==> src/rtl/flowseq_pkg.sv <==
package flowseq_pkg;

  localparam int SP_W    = 16;
  localparam int BYTE_W  = 8;
  localparam int INSTR_W = 16;

  typedef enum logic [3:0] {
    OP_NONE,
    OP_RJMP,
    OP_RCALL,
    OP_RET,
    OP_BREQ,
    OP_BRVS,
    OP_SBRC,
    OP_SBRS,
    OP_PUSH,
    OP_POP
  } flow_op_e;

  typedef enum logic [1:0] {
    STK_IDLE,
    STK_CALL_HI,
    STK_RET_LO
  } stk_state_e;

  // Sign-extend the long (12-bit) relative field of jumps and calls.
  function automatic logic [15:0] sext_long(input logic [11:0] k);
    return {{4{k[11]}}, k};
  endfunction

  // Sign-extend the short (7-bit) relative field of conditional branches.
  function automatic logic [15:0] sext_short(input logic [6:0] k);
    return {{9{k[6]}}, k};
  endfunction

endpackage

==> src/rtl/flowseq_decode.sv <==
module flowseq_decode
  import flowseq_pkg::*;
(
  input  logic [INSTR_W-1:0] instr_i,
  output flow_op_e           op_o,
  output logic [15:0]        offset_o,
  output logic [4:0]         reg_o,
  output logic [2:0]         bit_o
);

  assign reg_o = instr_i[8:4];
  assign bit_o = instr_i[2:0];

  always_comb begin
    casez (instr_i)
      16'b1100_????_????_????: op_o = OP_RJMP;
      16'b1101_????_????_????: op_o = OP_RCALL;
      16'b1001_0101_0000_1000: op_o = OP_RET;
      16'b1111_00??_????_?001: op_o = OP_BREQ;
      16'b1111_00??_????_?011: op_o = OP_BRVS;
      16'b1111_110?_????_0???: op_o = OP_SBRC;
      16'b1111_111?_????_0???: op_o = OP_SBRS;
      16'b1001_001?_????_1111: op_o = OP_PUSH;
      16'b1001_000?_????_1111: op_o = OP_POP;
      default:                 op_o = OP_NONE;
    endcase
  end

  // Jumps and calls carry 12 offset bits; branches carry 7 in bits 9:3.
  always_comb begin
    if (op_o == OP_RJMP || op_o == OP_RCALL) offset_o = sext_long(instr_i[11:0]);
    else                                     offset_o = sext_short(instr_i[9:3]);
  end

endmodule

==> src/rtl/flowseq_stack.sv <==
module flowseq_stack
  import flowseq_pkg::*;
#(
  parameter logic [SP_W-1:0] RAM_TOP = 16'h08FF
) (
  input  logic              clk,
  input  logic              rst_n,
  input  logic              push_i,
  input  logic              pop_i,
  input  logic              call_i,
  input  logic              ret_i,
  input  logic [BYTE_W-1:0] push_data_i,
  input  logic [15:0]       ret_in_i,
  input  logic [BYTE_W-1:0] mem_rdata_i,
  output logic [SP_W-1:0]   mem_addr_o,
  output logic              mem_we_o,
  output logic              mem_re_o,
  output logic [BYTE_W-1:0] mem_wdata_o,
  output logic              busy_o,
  output logic              call_done_o,
  output logic              ret_done_o,
  output logic [15:0]       ret_addr_o
);

  stk_state_e        state_q, state_d;
  logic [SP_W-1:0]   sp_q, sp_d;
  logic [BYTE_W-1:0] hold_q, hold_d;

  always_comb begin
    state_d     = state_q;
    sp_d        = sp_q;
    hold_d      = hold_q;
    mem_addr_o  = sp_q;
    mem_we_o    = 1'b0;
    mem_re_o    = 1'b0;
    mem_wdata_o = '0;
    case (state_q)
      STK_IDLE: begin
        if (push_i) begin
          mem_we_o    = 1'b1;
          mem_wdata_o = push_data_i;
          sp_d        = sp_q - 1'b1;
        end else if (call_i) begin
          mem_we_o    = 1'b1;
          mem_wdata_o = ret_in_i[7:0];
          hold_d      = ret_in_i[15:8];
          sp_d        = sp_q - 1'b1;
          state_d     = STK_CALL_HI;
        end else if (pop_i || ret_i) begin
          mem_addr_o = sp_q + 1'b1;
          mem_re_o   = 1'b1;
          sp_d       = sp_q + 1'b1;
          if (ret_i) begin
            hold_d  = mem_rdata_i;
            state_d = STK_RET_LO;
          end
        end
      end
      STK_CALL_HI: begin
        mem_we_o    = 1'b1;
        mem_wdata_o = hold_q;
        sp_d        = sp_q - 1'b1;
        state_d     = STK_IDLE;
      end
      STK_RET_LO: begin
        mem_addr_o = sp_q + 1'b1;
        mem_re_o   = 1'b1;
        sp_d       = sp_q + 1'b1;
        state_d    = STK_IDLE;
      end
      default: state_d = STK_IDLE;
    endcase
  end

  always_ff @(posedge clk or negedge rst_n) begin
    if (!rst_n) begin
      state_q <= STK_IDLE;
      sp_q    <= RAM_TOP;
      hold_q  <= '0;
    end else begin
      state_q <= state_d;
      sp_q    <= sp_d;
      hold_q  <= hold_d;
    end
  end

  assign busy_o      = (state_q != STK_IDLE);
  assign call_done_o = (state_q == STK_CALL_HI);
  assign ret_done_o  = (state_q == STK_RET_LO);
  assign ret_addr_o  = {hold_q, mem_rdata_i};

  // Each written byte moves the pointer down by exactly one.
  assert_write_dec_R6: assert property (@(posedge clk) disable iff (!rst_n)
    mem_we_o |=> sp_q == $past(sp_q) - 16'd1);

  // Each read byte moves the pointer up by exactly one.
  assert_read_inc_R7: assert property (@(posedge clk) disable iff (!rst_n)
    mem_re_o |=> sp_q == $past(sp_q) + 16'd1);

  assert_busy_single_R10: assert property (@(posedge clk) disable iff (!rst_n)
    busy_o |=> !busy_o);

endmodule

==> src/rtl/flowseq_top.sv <==
module flowseq_top
  import flowseq_pkg::*;
#(
  parameter int              PC_W    = 16,
  parameter logic [SP_W-1:0] RAM_TOP = 16'h08FF
) (
  input  logic               clk,
  input  logic               rst_n,
  input  logic               instr_valid_i,
  input  logic [INSTR_W-1:0] instr_i,
  input  logic               flag_z_i,
  input  logic               flag_v_i,
  output logic [4:0]         reg_sel_o,
  input  logic [BYTE_W-1:0]  reg_rdata_i,
  output logic [SP_W-1:0]    mem_addr_o,
  output logic               mem_we_o,
  output logic               mem_re_o,
  output logic [BYTE_W-1:0]  mem_wdata_o,
  input  logic [BYTE_W-1:0]  mem_rdata_i,
  output logic [PC_W-1:0]    pc_o,
  output logic               busy_o,
  output logic               wb_en_o,
  output logic [4:0]         wb_sel_o,
  output logic [BYTE_W-1:0]  wb_data_o
);

  // Offset added to a base address, wrapping at the program memory size.
  function automatic logic [PC_W-1:0] pc_add(input logic [PC_W-1:0] base,
                                             input logic [15:0]     delta);
    return base + delta[PC_W-1:0];
  endfunction

  flow_op_e        op;
  logic [15:0]     offset;
  logic [2:0]      bit_sel;
  logic [PC_W-1:0] pc_q, pc_d, call_tgt_q;
  logic [PC_W-1:0] pc_seq, pc_rel, pc_skip;
  logic [15:0]     ret_word, ret_full;
  logic            accept, branch_taken, skip_taken, tested_bit;
  logic            call_done, ret_done;

  flowseq_decode u_decode (
    .instr_i  (instr_i),
    .op_o     (op),
    .offset_o (offset),
    .reg_o    (reg_sel_o),
    .bit_o    (bit_sel)
  );

  assign accept = instr_valid_i && !busy_o;

  flowseq_stack #(.RAM_TOP(RAM_TOP)) u_stack (
    .clk         (clk),
    .rst_n       (rst_n),
    .push_i      (accept && op == OP_PUSH),
    .pop_i       (accept && op == OP_POP),
    .call_i      (accept && op == OP_RCALL),
    .ret_i       (accept && op == OP_RET),
    .push_data_i (reg_rdata_i),
    .ret_in_i    (ret_word),
    .mem_rdata_i (mem_rdata_i),
    .mem_addr_o  (mem_addr_o),
    .mem_we_o    (mem_we_o),
    .mem_re_o    (mem_re_o),
    .mem_wdata_o (mem_wdata_o),
    .busy_o      (busy_o),
    .call_done_o (call_done),
    .ret_done_o  (ret_done),
    .ret_addr_o  (ret_full)
  );

  assign pc_seq  = pc_add(pc_q, 16'd1);
  assign pc_skip = pc_add(pc_q, 16'd2);
  assign pc_rel  = pc_add(pc_add(pc_q, offset), 16'd1);

  always_comb begin
    ret_word            = '0;
    ret_word[PC_W-1:0]  = pc_seq;
  end

  assign tested_bit   = reg_rdata_i[bit_sel];
  assign branch_taken = (op == OP_BREQ && flag_z_i) || (op == OP_BRVS && flag_v_i);
  assign skip_taken   = (op == OP_SBRC && !tested_bit) || (op == OP_SBRS && tested_bit);

  always_comb begin
    pc_d = pc_q;
    if (call_done)      pc_d = call_tgt_q;
    else if (ret_done)  pc_d = ret_full[PC_W-1:0];
    else if (accept) begin
      case (op)
        OP_RJMP:           pc_d = pc_rel;
        OP_RCALL, OP_RET:  pc_d = pc_q;
        OP_BREQ, OP_BRVS:  pc_d = branch_taken ? pc_rel : pc_seq;
        OP_SBRC, OP_SBRS:  pc_d = skip_taken ? pc_skip : pc_seq;
        default:           pc_d = pc_seq;
      endcase
    end
  end

  always_ff @(posedge clk or negedge rst_n) begin
    if (!rst_n) begin
      pc_q       <= '0;
      call_tgt_q <= '0;
    end else begin
      pc_q <= pc_d;
      if (accept && op == OP_RCALL) call_tgt_q <= pc_rel;
    end
  end

  assign pc_o      = pc_q;
  assign wb_en_o   = accept && op == OP_POP;
  assign wb_sel_o  = reg_sel_o;
  assign wb_data_o = mem_rdata_i;

  assert_seq_step_R2: assert property (@(posedge clk) disable iff (!rst_n)
    accept && (op == OP_NONE || op == OP_PUSH || op == OP_POP)
      |=> pc_q == $past(pc_q) + 1'b1);

  assert_idle_hold_R2: assert property (@(posedge clk) disable iff (!rst_n)
    !instr_valid_i && !busy_o |=> $stable(pc_q));

  assert_skip_two_R5: assert property (@(posedge clk) disable iff (!rst_n)
    accept && skip_taken |=> pc_q == $past(pc_q) + 2'd2);

  assert_call_second_R8: assert property (@(posedge clk) disable iff (!rst_n)
    accept && op == OP_RCALL |=> busy_o && mem_we_o && !mem_re_o);

  assert_ret_second_R9: assert property (@(posedge clk) disable iff (!rst_n)
    accept && op == OP_RET |=> busy_o && mem_re_o && !mem_we_o);

  assert_no_wb_busy_R11: assert property (@(posedge clk) disable iff (!rst_n)
    busy_o |-> !wb_en_o);

endmodule

==> config.mk <==
export PLATFORM = sky130hd
export DESIGN_NAME = flowseq_top
export DESIGN_NICKNAME = d
export VERILOG_FILES = /design/src/rtl/flowseq_pkg.sv /design/src/rtl/flowseq_decode.sv /design/src/rtl/flowseq_stack.sv /design/src/rtl/flowseq_top.sv
export SDC_FILE = /design/constraint.sdc
export NUM_CORES = 1
export LEC_CHECK = 0
export ABC_AREA = 1
export BUFFER_PORTS_ARGS = -buffer_cell sky130_fd_sc_hd__buf_2
export CELL_PAD_IN_SITES_DETAIL_PLACEMENT = 0
export CELL_PAD_IN_SITES_GLOBAL_PLACEMENT = 1
export CORE_MARGIN = 3
export CORE_UTILIZATION = 41
export CTS_CLUSTER_SIZE = 12
export DETAILED_ROUTE_END_ITERATION = 6
export MAX_ROUTING_LAYER = met4
export PLACE_DENSITY = 0.87
export RECOVER_POWER = 25
export REMOVE_ABC_BUFFERS = 1
export SLEW_MARGIN = 20
export SYNTH_ARGS = -nofsm -noshare
export SYNTH_HDL_FRONTEND = slang
export SYNTH_SLANG_ARGS = --single-unit
==> constraint.sdc <==
create_clock -name clk -period 2.9 [get_ports clk]
set_input_delay 0.435 -clock clk [delete_from_list [all_inputs] [get_ports clk]]
set_output_delay 0.435 -clock clk [all_outputs]
set_load 0.005 [all_outputs]
==> Yosys cells after proc, flatten, opt, wreduce, memory -nomap -nowiden <==
Cells that the tools add are included.
{ "totals": {"in_bits": 37, "ff_bits": 58} }
{ "op_classes": {"n_eq_ne": 24, "order_cmp": 1, "n_reduce_logical": 27, "add_sub_neg": 6, "n_bitwise": 1, "n_mux": 35} }
{ "ops": {"columns": ["cell", "count"], "rows": [
  ["16-bit two-way mux", 11],
  ["16-bit case mux with 4 select lines", 1],
  ["16-bit by 1-bit adder with 16-bit output, second input constant", 3],
  ["16-bit case mux with 3 select lines", 1],
  ["8-bit two-way mux", 5],
  ["4-bit case mux with 9 select lines", 1],
  ["16-bit case mux with 2 select lines", 1],
  ["11-bit equality test, second input constant", 2],
  ["9-bit equality test, second input constant", 2],
  ["16-bit adder", 1],
  ["16-bit by 2-bit adder with 16-bit output, second input constant", 1],
  ["16-bit equality test, second input constant", 1],
  ["4-bit by 3-bit equality test with 1-bit output, second input constant", 4],
  ["4-bit equality test, second input constant", 4],
  ["8-bit equality test, second input constant", 2],
  ["8-bit case mux with 2 select lines", 1],
  ["16-bit by 1-bit subtractor with 16-bit output, second input constant", 1],
  ["2-bit two-way mux", 5],
  ["1-bit logical AND", 9],
  ["4-bit by 2-bit equality test with 1-bit output, second input constant", 2],
  ["1-bit two-way mux", 6],
  ["3-bit by 1-bit != test with 1-bit output, second input constant", 2],
  ["2-bit nonzero test", 3],
  ["3-bit nonzero test", 2],
  ["other kinds (16)", 23]
]} }

==> Longest topological paths before layout <==
Gate-level depths: netlist of the first run.
{ "logic_depth": {"depth_word": 12, "ltp_mapped": 18} }

==> Cells and area by module <==
A second synthesis of the first run with hierarchy kept.
{ "hier_totals": {"cells_unflattened": 1180, "hier_area_um2": 7065.5} }
{ "by_module_without_submodules": {"columns": ["mod", "seq_area_each_um2", "area_per_inst_um2", "cells_per_inst", "n_inst"], "rows": [
  ["flowseq_top", 800.8, 3522.1, 564, 1],
  ["flowseq_stack", 661.9, 3079.2, 528, 1],
  ["flowseq_decode", 0.0, 464.2, 88, 1]
]} }

==> Worst setup path before layout of the first run <==
OpenSTA, ideal clock, no wires.
{ "synth_path": {"kind": "input -> register", "from": "input instr_i[15]", "to": "register pc_q[12], in the netlist pc_o[12]", "arrival_ns": 2.432, "t_required_ns": 2.784, "path_slack_ns": 0.351, "stages": 16, "setup_time_ns": 0.116, "path_cell_list": "nand2_2 > nor2_4 > clkbuf_1 > o21ai_0 > ha_1 > inv_1 > fa_1 > nand3_1 > nand2_1 > nand3_1 > nand3_1 > or2_2 > nand3_1 > nand4_1 > nand2_1 > nand2_1"} }
{ "synth_between": {"elab_chain_len": 12} }
{ "synth_rtl": {"columns": ["element", "line_no", "text"], "rows": [
  ["start: declaration", "flowseq_top.sv:10", "input logic [INSTR_W-1:0] instr_i,"],
  ["16-bit equality test, or another cell as far along", "flowseq_decode.sv:15", "casez (instr_i)"],
  ["4-bit case mux with 9 select lines (*)", "flowseq_decode.sv:15", null],
  ["4-bit by 1-bit equality test with 1-bit output or 4-bit by 2-bit equality test with 1-bit output (tied branches)", "flowseq_decode.sv:31, flowseq_top.sv:90", null],
  ["1-bit logical OR", "flowseq_decode.sv:31", "if (op_o == OP_RJMP || op_o == OP_RCALL) offset_o = sext_long(instr_i[11:0]);"],
  ["16-bit two-way mux", "flowseq_decode.sv:31", null],
  ["16-bit adder", "flowseq_top.sv:30", "return base + delta[PC_W-1:0];"],
  ["16-bit by 1-bit adder with 16-bit output", "flowseq_top.sv:30", null],
  ["16-bit two-way mux", "flowseq_top.sv:93", "OP_BREQ, OP_BRVS: pc_d = branch_taken ? pc_rel : pc_seq;"],
  ["16-bit case mux with 4 select lines", "flowseq_top.sv:90", "case (op)"],
  ["16-bit two-way mux", "flowseq_top.sv:89", "else if (accept) begin"],
  ["16-bit two-way mux", "flowseq_top.sv:88", "else if (ret_done) pc_d = ret_full[PC_W-1:0];"],
  ["16-bit two-way mux", "flowseq_top.sv:87", "if (call_done) pc_d = call_tgt_q;"],
  ["end signal: assignment", "flowseq_top.sv:105", "pc_q <= pc_d;"],
  ["end: declaration", "flowseq_top.sv:36", "logic [PC_W-1:0] pc_q, pc_d, call_tgt_q;"]
]} }
Mark *: on every way between the ends. The rest lies on a longest branch, timed or not. The select of a mux whose other input is x is not followed.
A chain may end at the register's enable or synchronous reset.

==> Worst setup path after layout of the first run <==
{ "layout_path": {"from": "register u_stack.state_q[1]", "to": "output mem_addr_o[8]"} }
{ "layout_between": {"elab_chain_len": 9} }
{ "layout_rtl": {"columns": ["element", "line_no", "text"], "rows": [
  ["start: declaration", "flowseq_stack.sv:25", "stk_state_e state_q, state_d;"],
  ["start signal: assignment", "flowseq_stack.sv:81", "state_q <= state_d;"],
  ["2-bit nonzero test", "flowseq_stack.sv:87", "assign busy_o = (state_q != STK_IDLE);"],
  ["1-bit logical NOT", "flowseq_top.sv:50", "assign accept = instr_valid_i && !busy_o;"],
  ["1-bit logical AND", "flowseq_top.sv:50", null],
  ["1-bit logical AND, on equally long branches", "flowseq_top.sv:56, flowseq_top.sv:58", null],
  ["1-bit logical OR", "flowseq_stack.sv:49", "end else if (pop_i || ret_i) begin"],
  ["16-bit two-way mux", null, null],
  ["16-bit two-way mux", "flowseq_stack.sv:43", "end else if (call_i) begin"],
  ["16-bit two-way mux", "flowseq_stack.sv:39", "if (push_i) begin"],
  ["16-bit case mux with 2 select lines (*)", "flowseq_stack.sv:37", "case (state_q)"],
  ["end: declaration", "flowseq_top.sv:15", "output logic [SP_W-1:0] mem_addr_o,"]
]} }
Mark *: on every way between the ends. The rest lies on a longest branch, timed or not.

==> key figures, run 1 <==
Status
  • Status: finished with violations
  • Failing checks: max-capacitance violations, max-slew violations

Synth
  • Post-synth top area cell: nand2_1
  • Mapped Area: 6923 sq um
  • Netlist cell types: 48
  • Sequential area share after synthesis: 0.2113
  • Post-synth top flop: dfrtp_1
  • Post-synthesis cell count: 1,149
  • Synth top area share: 0.2006
  • Seq cells post-synth: 58
  • Synth area leaders: nand2_1, dfrtp_1, nand3_1, inv_1, o21ai_0
  • Number of flops mapped to enable cells by yosys: 0
  • Post-synth ARST share: 1.000
  • Syn Area/Cell: 6.025 sq um
  • Yosys warning count: 0

Floorplanning
  • # IOs: 99
  • Initial Util: 0.4265
  • Chip width: 135.9 um
  • Vert. Die Dim: 135.9 um
  • Die area: 18,480 sq um
  • Row count: 46
  • Total core area: 16,230 sq um

Placed design
  • Post-DP HPWL: 18,490 um
  • GPL Wtd Cong: 0.9509
  • IO Port Bufs: 98

Timing
  • Achievable Freq: 0.3544 GHz
  • Slew Viols, Final: 33
  • Clock Skew: 0.007708 ns
  • Final setup violation count: 0
  • Slew HR: -0.3440
  • RSZ-0062 raised after global routing: yes
  • Final min period: 2.821 ns
  • Final Cycle Share: 0.9729
  • Setup TNS: 0 ns
  • Worst-margin pin slew: 2.016 ns
  • Hold Vio Cnt, Final: 0

Run
  • Max cap viols: 1

Worst setup path
  • Worst setup SP type: flop
  • Flop-to-flop setup slack: 0.55 ns
  • Worst endpoint data arrival time: 2.39 ns
  • Crit Path Class: flop to primary output
  • Worst setup EP type: primary output
  • Worst path required time: 2.47 ns
  • Worst Path Max Fanout: 10

GRT
  • Largest net degree at the start of global routing: 33
  • First-pass GRT wire length: 38,980 um
  • Vias in the first global route: 7,368
  • Total gr overflow: 0
  • Tot GR Track Use: 0.2734
  • Antenna violations before repair: 0

Layout
  • Layout Nets: 1,297
  • Area Overhead vs Synth: 14.77%
  • Share of post-route cells with drive strength above 1: 0.1696
  • Ant. Diodes: 0
  • Filler instances: 1,796
  • Final core utilization: 0.4895

Route
  • DRC violation count after routing: 0
  • Vias per cell: 5.474
  • First DRT Iteration DRCs: 891
  • Routed wire per std cell: 16.74 um
  • Detailed-route via count: 7,959
  • Pre-antenna DRT Iters: 6
  • Number of nets with antenna violations after routing: 0
  • WL final: 24,350 um

Clock network
  • Num Clock Sinks: 58
  • # hold bufs at CTS: 0
  • Root Driver: clkbuf_16
  • Clock-pin slew on the worst setup and hold paths: 0.05 ns
  • CTS tree: built
  • Htree depth: 3
  • CTS Buf Count: 9
  • Clock latency on the worst-skew pair: 0.34 ns
  • CTS Buffer Depth: 2

Worst hold path
  • HP Class: input port to flop

Power and ir drop
  • Power per cell area: 909.5 nW/um^2
  • Worst IR drop on VDD: 312.7 uV
  • Leakage dissipation: 0.004122 uW
[worst max-delay path: stages, from the launching register on]
cell and delay (ns):
dfrtp_1 0.39, inv_1 0.12, ha_2 0.21, nand2_2 0.08
nor4_1 0.33, nand3_2 0.17, nand2_2 0.29, nand2_1 0.12
nand3_1 0.09, nand3_1 0.10, buf_2 0.15
[layout by cell type, fill, tap and decap left out, drive strengths merged, types with 28 or more instances in the layout]
cell type,n
a21oi,42
buf,132
dfrtp,49
inv,124
nand2,378
nand3,109
nand4,28
nor2,94
o21ai,89
xor2,40
[final timing paths]
path | startpoint | depth (start not counted) | to
max | u_stack.state_q[1] | 10 | mem_addr_o[8]
min | mem_rdata_i[1] | 3 | u_stack.hold_q[1]
max reg2reg | u_stack.state_q[0] | 10 | pc_o[4]
min reg2reg | call_tgt_q[1] | 2 | call_tgt_q[1]
max in group asynchronous | rst_n | 2 | u_stack.hold_q[0]
min in group asynchronous | rst_n | 1 | u_stack.hold_q[4]
[where the power goes]
group	internal [uW]	switching [uW]	total, uW	leakage (uW)
Sequential	1230	566	1800	0.000703
Clock	750	415	1160	0.000151
Combinational	1590	2680	4270	0.00327
[flip-flops by register name (all words and copies together), names as in the netlist]
register and flops:
call_tgt_q 16, pc_o 16, u_stack.hold_q 8, u_stack.sp_q 16
u_stack.state_q 2
[per-layer routing]
layer	share of wire	global-route usage	vias up
li1	-	-	3921
met1	0.48	0.3973	3661
met2	0.42	0.4065	345
met3	0.083	0.03146	32
met4	0.017	0.06663	0
met5	0	-	-
[metrics by stage]
stage	hold WS [ns]	cells	total power (uW)	instance area, sq um	setup slack [ns]
CTS	0.2257	1450	7135	7890	0.02021
finish	0.4454	1454	7226	7945	0.07858
detailed placement	0.4595	1434	5945	7569	0.1664
floorplan	0.1394	1087	4468	6555	-1.224
global placement	0.4567	1434	5926	7569	0.1836
global route	0.4723	1454	7867	7945	-0.05643
[layout make-up]
cell class,instances,area [sq um],area share
Clock buffer,9,225.2,0.02835
Clock inverter,7,93.84,0.01181
Inverter,127,484.2,0.06094
Multi-Input combinational cell,902,4649,0.5852
Sequential cell,58,1463,0.1841
Tap cell,216,270.3,0.03402
Timing Repair Buffer,135,759.5,0.09559
[synth_stat cells, types with 3 or more instances]
cell / instances
a31oi_1: 3
inv_1: 113
ha_1: 26
dfstp_2: 9
clkinv_1: 3
nand2_1: 370
nor2_1: 89
buf_6: 6
o221ai_1: 6
nor2_2: 3
nand3b_1: 3
nand4_1: 27
nand3_2: 4
nand2_2: 5
o21ai_0: 78
a21oi_1: 40
nor3_1: 16
inv_2: 11
xor2_1: 40
clkbuf_1: 22
o22ai_1: 23
xnor2_1: 3
o211ai_1: 12
buf_2: 12
or2_2: 6
buf_4: 20
o21ai_1: 9
dfrtp_1: 49
nor4_1: 3
nor3_2: 3
o21bai_1: 6
nand2_4: 3
nand3_1: 105
[kinds of logic (layout without fill, tap and decap cells)]
family,Yosys count,in the layout,share of synthesized area
fa+ha+maj,27,27,0.04988
compound gates,188,188,0.1551
xor+xnor,43,43,0.05440
simple gates,644,644,0.4074
buf+inv,189,278,0.1220
flops,58,58,0.2113
[repair_timing]
action	CTS	global route
pin swaps	0	2
endpoints found under the setup margin	10	16
buffers inserted	0	4
resized for setup	2	12
(Power assumes the default switching activity.)
==> run 2, diff against run 1 <==
- SETUP_SLACK_MARGIN: unset -> 0.4
==> run 2 against run 1 <==
- the flow still finishes with violations (max-capacitance violations, max-slew violations)
- global-route usage increased by 0.50 points
- core utilization increased by 4.8 points
- sequential share of layout area decreased by 1.5 points
- power increased by 7.7%
- cell area increased by 9.7%
- critical path type unchanged
==> key figures, run 2 (synthesis results as in run 1) <==
GRT
  • Tot GR Track Use: 0.2784 (+0.005038)
  • Total gr overflow: 0 (unchanged)
  • First-pass GRT wire length: 39,730 um (+1.9%)
  • Vias in the first global route: 7,563 (+2.6%)
  • Largest net degree at the start of global routing: 33 (unchanged)
  • Antenna violations before repair: 0 (unchanged)

Clock network
  • Clock-pin slew on the worst setup and hold paths: 0.06 ns (about the same)
  • CTS Buffer Depth: 2 (unchanged)
  • CTS tree: built
  • Clock latency on the worst-skew pair: 0.33 ns (about the same)
  • Root Driver: clkbuf_16
  • Num Clock Sinks: 58 (unchanged)
  • # hold bufs at CTS: 0 (unchanged)
  • CTS Buf Count: 9 (unchanged)
  • Htree depth: 3 (unchanged)

Power and ir drop
  • Clock power frac: 0.150 (-0.011)
  • Internal: 3868 uW (+8.5%)
  • Pwr Total: 7783 uW (+7.7%)
  • Sequential share of power: 0.231 (-0.018)
  • Power per cell area: 892.6 nW/um^2 (-1.9%)
  • Switching power: 3916 uW (+7.0%)
  • Gate power share: 0.619 (+0.029)
  • Leakage dissipation: 0.004428 uW (+7.4%)
  • Worst IR drop on VDD: 342.2 uV (+9.4%)
  • Sw Ratio: 0.5031 (-0.003466)

Placed design
  • DP Worst Slack: 0.1664 ns (unchanged)
  • IO Port Bufs: 98 (unchanged)
  • GPL Wtd Cong: 0.9509 (unchanged)
  • Placed cell count: 1,434 (unchanged)
  • Post-DP HPWL: 18,490 um (unchanged)

Worst hold path
  • HP Class: input port to flop
  • Worst Hold End: u_stack.hold_q[5]
  • Hold_sp: mem_rdata_i[5]
  • Worst hold path depth: 3 (unchanged)

Floorplanning
  • # IOs: 99 (unchanged)
  • Initial Util: 0.4265 (unchanged)
  • Chip width: 135.9 um (unchanged)
  • Vert. Die Dim: 135.9 um (unchanged)
  • Die area: 18,480 sq um (unchanged)
  • Total core area: 16,230 sq um (unchanged)
  • Row count: 46 (unchanged)

Timing
  • Slew Viols, Final: 33 (unchanged)
  • Slew HR: -0.3803 (-0.03630)
  • Worst setup margin: 0.2110 ns (+0.1325 ns)
  • Final Cycle Share: 0.9272 (-0.04568)
  • Achievable Freq: 0.3719 GHz (+4.9%)
  • Hold Vio Cnt, Final: 0 (unchanged)
  • Worst-margin pin slew: 2.070 ns (+0.05444 ns)
  • Final min period: 2.689 ns (-0.1325 ns)
  • Final setup violation count: 0 (unchanged)
  • RSZ-0062 raised after global routing: yes
  • Clock Skew: 0.004619 ns (-0.003089 ns)

Route
  • Metal3 WL: 2562 um (+27%)
  • Pre-antenna DRT Iters: 6 (unchanged)
  • DRC violation count after routing: 0 (unchanged)
  • Vias per cell: 5.581 (+1.9%)
  • WL final: 26,030 um (+6.9%)
  • Number of nets with antenna violations after routing: 0 (unchanged)
  • Top Layer Used: met4
  • Detailed-route via count: 8,382 (+5.3%)
  • DRT met1 WL: 11,750 um (+1.4%)
  • WL met2: 11,080 um (+7.2%)
  • Routed wire per std cell: 17.33 um (+3.5%)
  • First DRT Iteration DRCs: 870 (-2.4%)

Worst setup path
  • Crit Path Class: flop to primary output
  • Worst setup SP type: flop
  • Reg2reg start: u_stack.state_q[0]
  • Worst path required time: 2.47 ns (about the same)
  • Worst endpoint data arrival time: 2.25 ns (-0.14 ns)
  • Worst Path Max Fanout: 11 (+1)
  • Reg2reg end: pc_o[4]
  • Max stage delay on crit path: 0.41 ns (+0.02 ns)
  • CP bufs+invs: 5 (+3)
  • Worst setup EP type: primary output
  • Critical path's slowest cell: dfrtp_1
  • Flop-to-flop setup slack: 0.51 ns (-0.04 ns)
  • Worst reg2reg path depth: 9 (-1)
  • Critical-path cell list: inv_2 > ha_4 > buf_4 > buf_4 > clkinv_1 > o221ai_1 > buf_2
  • Crit path max-delay family: buffers and inverters
  • Cell seen most often among critical-path stages: buf_4

Status
  • Failing checks: max-capacitance violations, max-slew violations
  • Status: finished with violations

Layout
  • Share of post-route cells with drive strength above 1: 0.2543 (+0.08465)
  • Most common cell after layout, fill and taps aside: nand2_1
  • Layout Nets: 1,345 (+3.7%)
  • Fin cells: 1,502 (+3.3%)
  • Area Overhead vs Synth: 25.95%
  • Filler instances: 1,697 (-5.5%)
  • Ant. Diodes: 0 (unchanged)
  • Commonest non-fill, non-tap cells in the layout: nand2_1, inv_1, nand3_1, buf_2, nor2_1

Run
  • Max cap viols: 1 (unchanged)
==> run 2: worst max-delay path by stage <==
stage	cells past startpoint	endpoint	from
4_1_cts	11	mem_addr_o[14]	u_stack.sp_q[1]
6_report	7	mem_addr_o[6]	u_stack.state_q[0]
5_1_grt	10	mem_addr_o[13]	u_stack.sp_q[1]
3_3_place_gp	17	pc_o[15]	instr_i[15]
2_1_floorplan	11	mem_addr_o[8]	u_stack.state_q[0]
3_5_place_dp	16	pc_o[13]	instr_i[15]
==> run 2: what timing repair did <==
action / CTS / global route
endpoints found under the hold margin: 0 / 0
gates cloned: 0 / 4
gates resized for setup: 45 / 87
buffers inserted: 20 / 28
setup endpoints to repair: 25 / 36
pin swaps: 17 / 26
==> run 2: tightest hold or removal path, delay by kind of cell <==
kind,cells,cell delay [ns]
buffers and inverters,1,0.12
AOI/OAI and AO/OA,2,0.19
==> run 2: stage by stage <==
stage	hold slack [ns]	area [sq um]	TNS, ns	utilization
CTS	0.2256	8168	0	0.5032
floorplan	0.1394	6555	-39.53	-
global placement	0.4567	7569	0	0.4663
detailed placement	0.4595	7569	0	0.4663
global route	0.4677	8720	0	0.5372
finish	0.4532	8720	0	0.5372
==> run 2: routing by layer <==
layer | vias to the layer above | GRT usage
met5 | - | -
li1 | 4025 | -
met1 | 3869 | 0.3999
met2 | 430 | 0.4159
met3 | 58 | 0.03405
met4 | 0 | 0.07279
==> run 2: power by group through the flow <==
stage	logic [uW]	registers (uW)	clock network, uW
after floorplan	2850	1620	0
after global placement	4140	1780	0
after detailed placement	4170	1780	0
after CTS	4350	1770	1180
after global routing	5360	1850	1210
final	4820	1800	1170
==> run 2: area by class of cell <==
type                            instances  area, sq um  share of cell area
Multi-Input combinational cell        902         4936              0.5661
Clock buffer                            9        225.2             0.02583
Timing Repair inverter                  2        17.52            0.002009
Tap cell                              216        270.3             0.03099
Clock inverter                          7        93.84             0.01076
Inverter                              127        500.5             0.05740
Timing Repair Buffer                  181         1206              0.1383
Sequential cell                        58         1470              0.1686
